==> src/rtl/hsw_pkg.sv <==
package hsw_pkg;

    typedef enum logic [2:0] {
        ST_IDLE    = 3'd0,
        ST_WAIT_UP = 3'd1,
        ST_WAIT_DN = 3'd2,
        ST_RUN     = 3'd3,
        ST_COOL    = 3'd4,
        ST_LOCK    = 3'd5
    } hsw_state_e;

    localparam int STEP_W = 7;

    typedef struct packed {
        logic              rise;
        logic [STEP_W-1:0] step;
    } hsw_slew_t;

    localparam logic [STEP_W-1:0] STEP_SLOW_UP = 7'd5;
    localparam logic [STEP_W-1:0] STEP_FAST_UP = 7'd60;
    localparam logic [STEP_W-1:0] STEP_SLOW_DN = 7'd2;
    localparam logic [STEP_W-1:0] STEP_FAST_DN = 7'd100;

    function automatic int low_from_high(input int high);
        return (high * 2) / 13;
    endfunction

    function automatic hsw_slew_t slew_for(input hsw_state_e st, input logic trip);
        hsw_slew_t s;
        case (st)
            ST_WAIT_UP: s = '{rise: 1'b1, step: STEP_SLOW_UP};
            ST_WAIT_DN: s = '{rise: 1'b0, step: STEP_FAST_DN};
            ST_RUN:     s = trip ? '{rise: 1'b1, step: STEP_FAST_UP}
                                 : '{rise: 1'b0, step: STEP_SLOW_DN};
            ST_COOL:    s = '{rise: 1'b0, step: STEP_SLOW_DN};
            ST_LOCK:    s = '{rise: 1'b1, step: STEP_SLOW_UP};
            default:    s = '{rise: 1'b0, step: STEP_FAST_DN};
        endcase
        return s;
    endfunction

endpackage

==> src/rtl/hsw_en_filter.sv <==
module hsw_en_filter #(
    parameter int FILT_CYCLES = 375
) (
    input  logic clk,
    input  logic rst,
    input  logic en_raw,
    output logic en_ok
);
    localparam int FW = $clog2(FILT_CYCLES + 1);
    localparam logic [FW-1:0] LAST = FW'(FILT_CYCLES - 1);

    logic [FW-1:0] run_cnt;

    always_ff @(posedge clk) begin
        if (rst) begin
            run_cnt <= '0;
            en_ok   <= 1'b0;
        end else if (!en_raw) begin
            run_cnt <= '0;
            en_ok   <= 1'b0;
        end else if (run_cnt == LAST) begin
            en_ok   <= 1'b1;
        end else begin
            run_cnt <= run_cnt + 1'b1;
        end
    end

    assert_fall_fast_R2: assert property (@(posedge clk) disable iff (rst)
        !en_raw |=> !en_ok);
    assert_rise_needs_pin_R2: assert property (@(posedge clk) disable iff (rst)
        $rose(en_ok) |-> $past(en_raw));

endmodule

==> src/rtl/hsw_slew_timer.sv <==
module hsw_slew_timer
    import hsw_pkg::*;
#(
    parameter int TMR_W    = 12,
    parameter int PRESCALE = 1
) (
    input  logic             clk,
    input  logic             rst,
    input  hsw_slew_t        slew,
    input  logic             force_low,
    output logic [TMR_W-1:0] cnt,
    output logic [TMR_W-1:0] cnt_nxt
);
    localparam logic [TMR_W:0] FULL = {1'b0, {TMR_W{1'b1}}};

    logic          tick;
    logic [TMR_W:0] sum;
    logic [TMR_W-1:0] stepped;

    generate
        if (PRESCALE <= 1) begin : g_every
            assign tick = 1'b1;
        end else begin : g_div
            localparam int PW = $clog2(PRESCALE);
            logic [PW-1:0] div_cnt;
            always_ff @(posedge clk) begin
                if (rst)                              div_cnt <= '0;
                else if (div_cnt == PW'(PRESCALE - 1)) div_cnt <= '0;
                else                                  div_cnt <= div_cnt + 1'b1;
            end
            assign tick = (div_cnt == PW'(PRESCALE - 1));

            assert_tick_spacing_R12: assert property (@(posedge clk) disable iff (rst)
                tick |=> !tick);
        end
    endgenerate

    always_comb begin
        sum = {1'b0, cnt} + (TMR_W+1)'(slew.step);
        if (slew.rise)
            stepped = (sum > FULL) ? FULL[TMR_W-1:0] : sum[TMR_W-1:0];
        else
            stepped = (cnt < TMR_W'(slew.step)) ? '0 : cnt - TMR_W'(slew.step);

        if (force_low) cnt_nxt = '0;
        else if (tick) cnt_nxt = stepped;
        else           cnt_nxt = cnt;
    end

    always_ff @(posedge clk) begin
        if (rst) cnt <= '0;
        else     cnt <= cnt_nxt;
    end

    assert_no_wrap_up_R11: assert property (@(posedge clk) disable iff (rst)
        (slew.rise && !force_low) |=> cnt >= $past(cnt));
    assert_no_wrap_down_R11: assert property (@(posedge clk) disable iff (rst)
        (!slew.rise && !force_low) |=> cnt <= $past(cnt));
    assert_force_zero_R10: assert property (@(posedge clk) disable iff (rst)
        force_low |=> cnt == '0);
    assert_hold_between_ticks_R12: assert property (@(posedge clk) disable iff (rst)
        (!tick && !force_low) |=> $stable(cnt));

endmodule

==> src/rtl/hsw_fsm.sv <==
module hsw_fsm
    import hsw_pkg::*;
#(
    parameter int               TMR_W = 12,
    parameter logic [TMR_W-1:0] HI    = 12'd1300,
    parameter logic [TMR_W-1:0] LO    = 12'd200
) (
    input  logic             clk,
    input  logic             rst,
    input  logic             uv_ok,
    input  logic             en_ok,
    input  logic             trip,
    input  logic             retry_mode,
    input  logic             force_low,
    input  logic [TMR_W-1:0] cnt,
    input  logic [TMR_W-1:0] cnt_nxt,
    output hsw_state_e       state,
    output hsw_slew_t        slew
);
    hsw_state_e state_nxt;

    assign slew = slew_for(state, trip);

    always_comb begin
        state_nxt = state;
        if (!uv_ok || !en_ok) begin
            state_nxt = ST_IDLE;
        end else begin
            case (state)
                ST_IDLE:    if (!force_low && cnt < LO) state_nxt = ST_WAIT_UP;
                ST_WAIT_UP: if (cnt_nxt >= HI)          state_nxt = ST_WAIT_DN;
                ST_WAIT_DN: if (cnt_nxt <= LO)          state_nxt = ST_RUN;
                ST_RUN:     if (trip && cnt_nxt >= HI)
                                state_nxt = retry_mode ? ST_COOL : ST_LOCK;
                ST_COOL:    if (cnt_nxt <= LO)          state_nxt = ST_RUN;
                ST_LOCK:    if (force_low)              state_nxt = ST_IDLE;
                default:                                state_nxt = ST_IDLE;
            endcase
        end
    end

    always_ff @(posedge clk) begin
        if (rst) state <= ST_IDLE;
        else     state <= state_nxt;
    end

    assert_gate_on_at_low_R4: assert property (@(posedge clk) disable iff (rst)
        (state == ST_RUN && $past(state) != ST_RUN) |-> cnt <= LO);
    assert_trip_off_at_high_R6: assert property (@(posedge clk) disable iff (rst)
        ($past(state) == ST_RUN && state != ST_RUN && $past(uv_ok) && $past(en_ok))
        |-> cnt >= HI);
    assert_lock_holds_R8: assert property (@(posedge clk) disable iff (rst)
        (state == ST_LOCK && uv_ok && en_ok && !force_low) |=> state == ST_LOCK);
    assert_start_needs_low_R3: assert property (@(posedge clk) disable iff (rst)
        (state == ST_IDLE && !(cnt < LO)) |=> state != ST_WAIT_UP);

endmodule

==> src/rtl/hsw_sequencer.sv <==
module hsw_sequencer
    import hsw_pkg::*;
#(
    parameter int TMR_W       = 12,
    parameter int HIGH_TH     = 1300,
    parameter int PRESCALE    = 1,
    parameter int FILT_CYCLES = 375
) (
    input  logic             clk,
    input  logic             rst,
    input  logic             uv_ok,
    input  logic             en_raw,
    input  logic             trip,
    input  logic             retry_mode,
    input  logic             force_low,
    output logic             gate_en,
    output logic             gate_pd,
    output logic             fault,
    output logic [TMR_W-1:0] timer_cnt
);
    localparam logic [TMR_W-1:0] HI = TMR_W'(HIGH_TH);
    localparam logic [TMR_W-1:0] LO = TMR_W'(low_from_high(HIGH_TH));

    logic             en_ok;
    hsw_state_e       state;
    hsw_slew_t        slew;
    logic [TMR_W-1:0] cnt_nxt;

    hsw_en_filter #(.FILT_CYCLES(FILT_CYCLES)) u_filt (
        .clk    (clk),
        .rst    (rst),
        .en_raw (en_raw),
        .en_ok  (en_ok)
    );

    hsw_slew_timer #(.TMR_W(TMR_W), .PRESCALE(PRESCALE)) u_tmr (
        .clk       (clk),
        .rst       (rst),
        .slew      (slew),
        .force_low (force_low),
        .cnt       (timer_cnt),
        .cnt_nxt   (cnt_nxt)
    );

    hsw_fsm #(.TMR_W(TMR_W), .HI(HI), .LO(LO)) u_fsm (
        .clk        (clk),
        .rst        (rst),
        .uv_ok      (uv_ok),
        .en_ok      (en_ok),
        .trip       (trip),
        .retry_mode (retry_mode),
        .force_low  (force_low),
        .cnt        (timer_cnt),
        .cnt_nxt    (cnt_nxt),
        .state      (state),
        .slew       (slew)
    );

    assign gate_en = (state == ST_RUN);
    assign fault   = (state == ST_COOL) || (state == ST_LOCK);
    assign gate_pd = fault || (state == ST_IDLE);

    assert_uv_drops_gate_R1: assert property (@(posedge clk) disable iff (rst)
        !uv_ok |=> !gate_en);
    assert_en_drops_gate_R1: assert property (@(posedge clk) disable iff (rst)
        !en_raw |=> ##1 !gate_en);
    assert_fault_rise_gate_off_R6: assert property (@(posedge clk) disable iff (rst)
        $rose(fault) |-> $fell(gate_en) || !$past(gate_en));

endmodule

==> config.mk <==
export PLATFORM = sky130hd
export DESIGN_NAME = hsw_sequencer
export DESIGN_NICKNAME = d
export VERILOG_FILES = /design/src/rtl/hsw_pkg.sv /design/src/rtl/hsw_en_filter.sv /design/src/rtl/hsw_slew_timer.sv /design/src/rtl/hsw_fsm.sv /design/src/rtl/hsw_sequencer.sv
export SDC_FILE = /design/constraint.sdc
export NUM_CORES = 1
export LEC_CHECK = 0
export ABC_AREA = 0
export ABC_CLOCK_PERIOD_IN_PS = 7100
export CAP_MARGIN = 0
export CORE_MARGIN = 1
export CORE_UTILIZATION = 55
export DETAILED_ROUTE_END_ITERATION = 16
export PLACE_DENSITY = 0.73
export SYNTH_ARGS = -nofsm -noshare
export SYNTH_HDL_FRONTEND = slang
export SYNTH_SLANG_ARGS = --single-unit
export TNS_END_PERCENT = 30
==> constraint.sdc <==
create_clock -name clk -period 7.1 [get_ports clk]
set_input_delay 2.13 -clock clk [delete_from_list [all_inputs] [get_ports clk]]
set_output_delay 2.13 -clock clk [all_outputs]
set_load 0.05 [all_outputs]
-- Yosys cells after proc, flatten, opt, wreduce, memory -nomap -nowiden
Index checks and enable logic that the tools add are counted.
- input bits: 7
- output and inout port bits: 15
- register bits after elaboration: 25
- word-level logic and storage cells: 51
- $add $sub $neg: 3
- equality and inequality tests: 11
- multiplexer cells: 13
- order comparisons: 5
- bitwise logic cells: 1
- reductions and logical operators: 14
- operators by type and width (kind ; count):
    $mux 12 ; 4
    $pmux 8 s3 ; 1
    $mux 3 ; 5
    $pmux 3 s5 ; 1
    $add 12x7->13 ; 1
    $gt 13x12->1 const B ; 1
    $ge 12x11->1 const B ; 1
    $le 12x8->1 const B ; 1
    $lt 12x7->1 ; 1
    $lt 12x8->1 const B ; 1
    $sub 12x7->12 ; 1
    $add 9x1->9 const B ; 1
    $eq 9x9->1 const B ; 1
    $mux 8 ; 1
    $ne 2x1->1 const B ; 4
    $reduce_or 2->1 ; 4
    $eq 3x2->1 const B ; 2
    $eq 3x3->1 const B ; 2
    $reduce_and 5->1 ; 1
    $eq 3x1->1 const B ; 1
    $logic_not 1->1 ; 3
    $logic_not 3->1 ; 1
    $logic_or 1x1->1 ; 3
    $logic_and 1x1->1 ; 2
    3 further kinds ; 3

-- Longest topological paths before layout
- depth after elaboration: 12
- depth in mapped cells: 20
- mapped depth without buffers: 19

-- By module
From an unflattened synthesis, not the netlist that was laid out.
- cell total of the unflattened synthesis: 293
- area, all modules: 2188.3 um^2
- modules (own cells, without submodules) (module ; instances ; seq. area each (um^2) ; cells an instance ; area each (um^2)):
    hsw_slew_timer ; 1 ; 240.2 ; 184 ; 1367.6
    hsw_en_filter ; 1 ; 200.2 ; 51 ; 454.2
    hsw_fsm ; 1 ; 60.1 ; 54 ; 347.8
    hsw_sequencer ; 1 ; 0.0 ; 4 ; 18.8

-- Worst setup path after synthesis
Ideal clock, no wire load.
- path kind: input port to flip-flop
- start point: input port force_low
- end point: register u_fsm.state[1]
- stages on the path: 17
- setup time: 0.133 ns
- required time: 6.967 ns
- path buffers: 1
- path slack: 1.557 ns
- data arrival time: 5.410 ns
- cells stage by stage: clkbuf_1 -> nor3_1 -> o21bai_1 -> a21oi_1 -> nor2_1 -> a21oi_1 -> fa_1 -> or2_1 -> a2111oi_4 -> o21bai_2 -> and2_4 -> a311oi_2 -> nor2_1 -> a211oi_2 -> nor3_2 -> a221oi_2 -> a311oi_2
- longest elaborated chain between the ends: 5
- elaborated cells between the ends (all ways): 12
- those cells by class: order compare (2); eq/ne (5); mux (1); reduce/logical (4)
- ends and longest elaborated chain (what ; line ; text):
    from (decl) ; hsw_sequencer.sv:15 ; input logic force_low,
    $mux 12 ; hsw_slew_timer.sv:45 ; if (force_low) cnt_nxt = '0;
    $ge 12x11->1 ; hsw_fsm.sv:31, hsw_fsm.sv:33 ;
    $logic_and 1x1->1 ; hsw_fsm.sv:33 ; ST_RUN: if (trip && cnt_nxt >= HI)
    $ne 2x1->1 (no source line) ; n/a ;
    $reduce_and 5->1 (no source line) (*) ; n/a ;
    to (signal assigned) ; hsw_fsm.sv:44 ; else state <= state_nxt;
    to (decl) ; hsw_fsm.sv:17 ; output hsw_state_e state,
Every way passes the cells marked *; elsewhere a longest branch is shown, timed or not.
A chain may end at the register's enable or synchronous reset.

-- Worst setup path in the final report
Same ends and word-level chain as after synthesis.

==> flow_results.org <==
** Power
- Pleak :: ~1.1 nW
- Worst VDD drop :: approximately 0.11 mV
- In this run the power density over the cells is 204.2 nW/um^2.

** Routing
- Summed over all layers, the routed wires come to ~6000 microns.
- Avg WL per Cell :: 16.64 microns
- The detailed router finished its first iteration with 234 violations.
- Final routed DRC violation total :: 0
- DRT Pass-1 Iters :: 5
- The detail route stage leaves a number of antenna-violating nets equal to 0.
- The final route contains 2276 vias.
- Routed vias/inst :: about 6.3

** Clock tree
- Setup Buffers After CTS :: 0
- TritonCTS built the clock tree.
- Max Buffers Root-to-Sink :: 2
- Clk sinks :: 25
- TritonCTS created 3 clock buffers.
- CTS HTree Levels :: 1
- The tree is rooted in a clkbuf_8.
- Clock transition at the registers of the reported paths :: around 0.10 ns
- Hold-fix buffers, CTS :: 0
- At the later pin of the worst-skew pair, clock insertion delay measures ~0.28 ns.
- In this run, post-CTS repair resized a total of 0 instances.

** Logic synthesis
- Post-synth top area share :: 0.2099
- Post-synth ARST share :: 0
- In the synthesized netlist, the cells that appear most often are nor2_1, dfxtp_1, nand2_1.
- Cell types occupying the most area after synthesis :: dfxtp_1, ha_1, nor2_1, nand2_1, nor2b_1
- EDFF count, synth :: 0
- Synth Instances :: about 300
- When the netlist entered floorplanning its net count stood at about 330.
- Number of distinct library cell variants in the gate-level netlist after synthesis :: 72
- Syn Area/Cell :: 7.923 sq um
- Count of yosys warnings during synthesis :: 0
- Part of the Yosys area used for sequential elements :: 0.2099
- Among all flip-flop cells after synthesis, the most frequent one is dfxtp_1.
- Of all cell types, the one taking the most synthesized area is dfxtp_1.
- In the post-synthesis netlist, the cell with the most instances is nor2_1.
- Summing every instance area after synthesis gives about 2400 sq um.
- Number of synthesized register bits :: 25

** Critical path
- Terminus of the critical flop-to-flop path :: u_fsm.state[1]$_SDFFE_PP0P_
- For this design, the slowest cell found on the critical path is clkdlybuf4s50_1.
- The critical path runs through a total of 17 cells.
- The worst register-to-register path has a depth of 19.
- Top delay family on crit path :: compound AO/OA/AOI/OAI gates
- Origin of the worst setup path :: force_low
- Maximum fanout encountered on the critical timing path :: 11
- Nature of the critical path startpoint :: input pin
- Critical path destination :: u_fsm.state[1]$_SDFFE_PP0P_
- On the worst path, the slowest cell contributes a delay of roughly 0.73 ns.
- In this run the register-to-register setup slack is about 2.6 ns.
- Required time at the endpoint of the critical path :: 7.25 ns
- Crit path buffers/inverters :: 1
- At the worst endpoint, the arrival time is approximately 6.5 ns.
- The worst setup path is captured at a register.
- Critical R2R Launch :: u_tmr.cnt[8]$_SDFF_PP0_
- The critical path is of the in -> reg type.
- The critical path goes through clkdlybuf4s50_1, nor3_1, o21bai_1, a21oi_1, nor2_1, a21oi_1, fa_1, or2_1, a2111oi_4, o21bai_2, and2_4, a311oi_2, nor2_1, a211oi_2, nor3_2, a221oi_2, a311oi_2.

** Placement
- Hpwl dp :: 4541 microns
- Counting tap cells, the placed design contains a total of around 360 instances.
- Port Buffers :: 21
- At the end of routability-driven placement, the weighted congestion stood at roughly 0.90.

** Worst hold path
- Startpoint of the most critical hold path :: u_filt.en_ok$_SDFFE_PP0N_
- The min-delay analysis places its worst path in the category reg -> reg.

** Final layout
- ANT cells :: 0
- Relative to the synthesized area, the layout overhead comes to 10.18%.
- Fillcell total :: 363
- Post-layout utilization of the core :: 0.6430
- Of the cells placed in the final design, the portion with a size suffix greater than 1 is 0.09325.
- Multi-input gate area :: around 1700 sq um
- Number of nets at the end of the flow :: 337
- The finished layout holds approximately 360 standard cells, fillers aside.
- Area used by sequential logic in the layout :: between 500 and 600 sq um

** Global route
- Global-route wire length before repair :: 9584 microns
- Overflow after GRT :: 0
- Global-route total usage across every layer :: 0.2789
- The initial antenna violation count came to 0.
- Largest net degree at the start of global routing :: 16
- The via count of the first global-routing pass came to just under 2k.

** Run status
- The flow ran to the end, and the final reports show no timing, DRC or antenna violations.

** Floorplan
- The die is roughly 68 microns tall.
- For this configuration, the core starts out at a cell density of 0.5836.
- Core region area :: 4086 sq um
- Die Wd :: 67.85 microns
- Placement row count :: 23
- The die covers 4604 sq um.
- Ports :: 22

** Run
- Across the run, the number of max-cap violations was 0.

** STA
- Derived from the worst setup path, the maximum achievable clock frequency is roughly 160 MHz.
- At the pin with the least slew margin, the transition time is roughly 0.71 ns.
- Slew headroom :: 0.5276
- Clock skew on the completed layout was measured at 0.007126 ns.
- Of the available clock period, the critical path in the final layout requires 0.8881.
- Final worst path period need :: approximately 6.3 ns
- Adding up every negative setup slack in the final design gives 0 ns.
- Hold Fails Final Rpt :: 0
- The tightest hold path in the finished design has a slack of around 0.45 ns.
- The number of max-slew violations in the final report was 0.
- RSZ-0062 raised after global routing :: false
- Setup violations remaining at the end of the flow were counted as 0.
cells by family (layout without fill, tap and decap cells):
logic type,Yosys count,count (layout),share of synthesized area
AO/OA/AOI/OAI,85,85,0.2954
XOR/XNOR,14,14,0.05142
adder cells (fa/ha/maj),18,18,0.1007
buffers and inverters,33,43,0.06138
flip-flops,25,25,0.2099
AND/OR/NAND/NOR,126,126,0.2812
how the worst min path moves through the flow:
| stage | endpoint | cells after the start | slack, ns |
|---|---|---|---|
| 6_report | u_filt.en_ok$_SDFFE_PP0N_ | 2 | 0.45 |
| 5_1_grt | u_filt.en_ok$_SDFFE_PP0N_ | 2 | 0.49 |
| 4_1_cts | u_filt.en_ok$_SDFFE_PP0N_ | 2 | 0.45 |
| 3_5_place_dp | u_filt.en_ok$_SDFFE_PP0N_ | 2 | 0.44 |
| 3_3_place_gp | u_filt.en_ok$_SDFFE_PP0N_ | 2 | 0.44 |
| 2_1_floorplan | u_filt.en_ok$_SDFFE_PP0N_ | 2 | 0.43 |
layout make-up:
cell class	count	area share
flip-flops and latches	25	0.1905
inverters	18	0.02571
clock inverters	1	0.002857
multi-input cells	243	0.6614
well taps	50	0.02381
clock buffers	3	0.01571
repair buffers	21	0.08000
power breakdown:
group,switching [W],internal (W),leakage (nW)
combinational,0.000165,0.000112,0.830
sequential,0.0000189,0.000150,0.202
clock,0.0000510,0.0000399,0.0217
total,0.000235,0.000302,1.05
registers in the layout, indices dropped and copies added (netlist names):
| register | count |
|---|---|
| u_filt.en_ok | 1 |
| u_fsm.state | 3 |
| u_filt.run_cnt | 9 |
| u_tmr.cnt | 12 |
metrics by stage:
stage	total power (W)	setup slack (ns)	cell area, sq um
6_report	0.0005366	0.7946	2628
5_1_grt	0.0005692	0.4941	2628
4_1_cts	0.0005329	0.8388	2628
2_1_floorplan	0.0003883	1.557	2385
3_5_place_dp	0.0004431	0.5859	2579
3_3_place_gp	0.0004432	0.6195	2579
worst reg2reg max path, stage by stage, from the launching register on:
cell	delay [ns]
dfxtp_1	0.42
nor2_1	0.21
nand2_1	0.18
nor3_1	0.21
o21bai_1	0.09
a21oi_1	0.21
nor2_1	0.12
a21oi_1	0.26
inv_1	0.07
ha_1	0.32
or2_1	0.30
a2111oi_4	0.42
o21bai_2	0.21
and2_4	0.23
a311oi_2	0.33
nor2_1	0.08
a211oi_2	0.32
nor3_2	0.09
a221oi_2	0.25
a311oi_2	0.07
layout by cell type (no fill, tap or decap), types with 8 or more instances in the layout:
cell,count
o21ai_0,10
nand3_1,12
a21oi_1,13
inv_1,18
nand2b_1,8
xnor2_1,8
nor2_1,33
nor2b_1,14
ha_1,16
clkdlybuf4s50_1,21
nand2_1,24
dfxtp_1,25
routing by layer:
layer,vias up,track usage,part of all wire
met5,-,0,0
met4,0,0.07813,0.0088
met1,1072,0.4267,0.49
met2,88,0.4035,0.44
li1,1109,-,-
met3,7,0.03500,0.057
No activity file was read; power rests on OpenSTA's default activity.
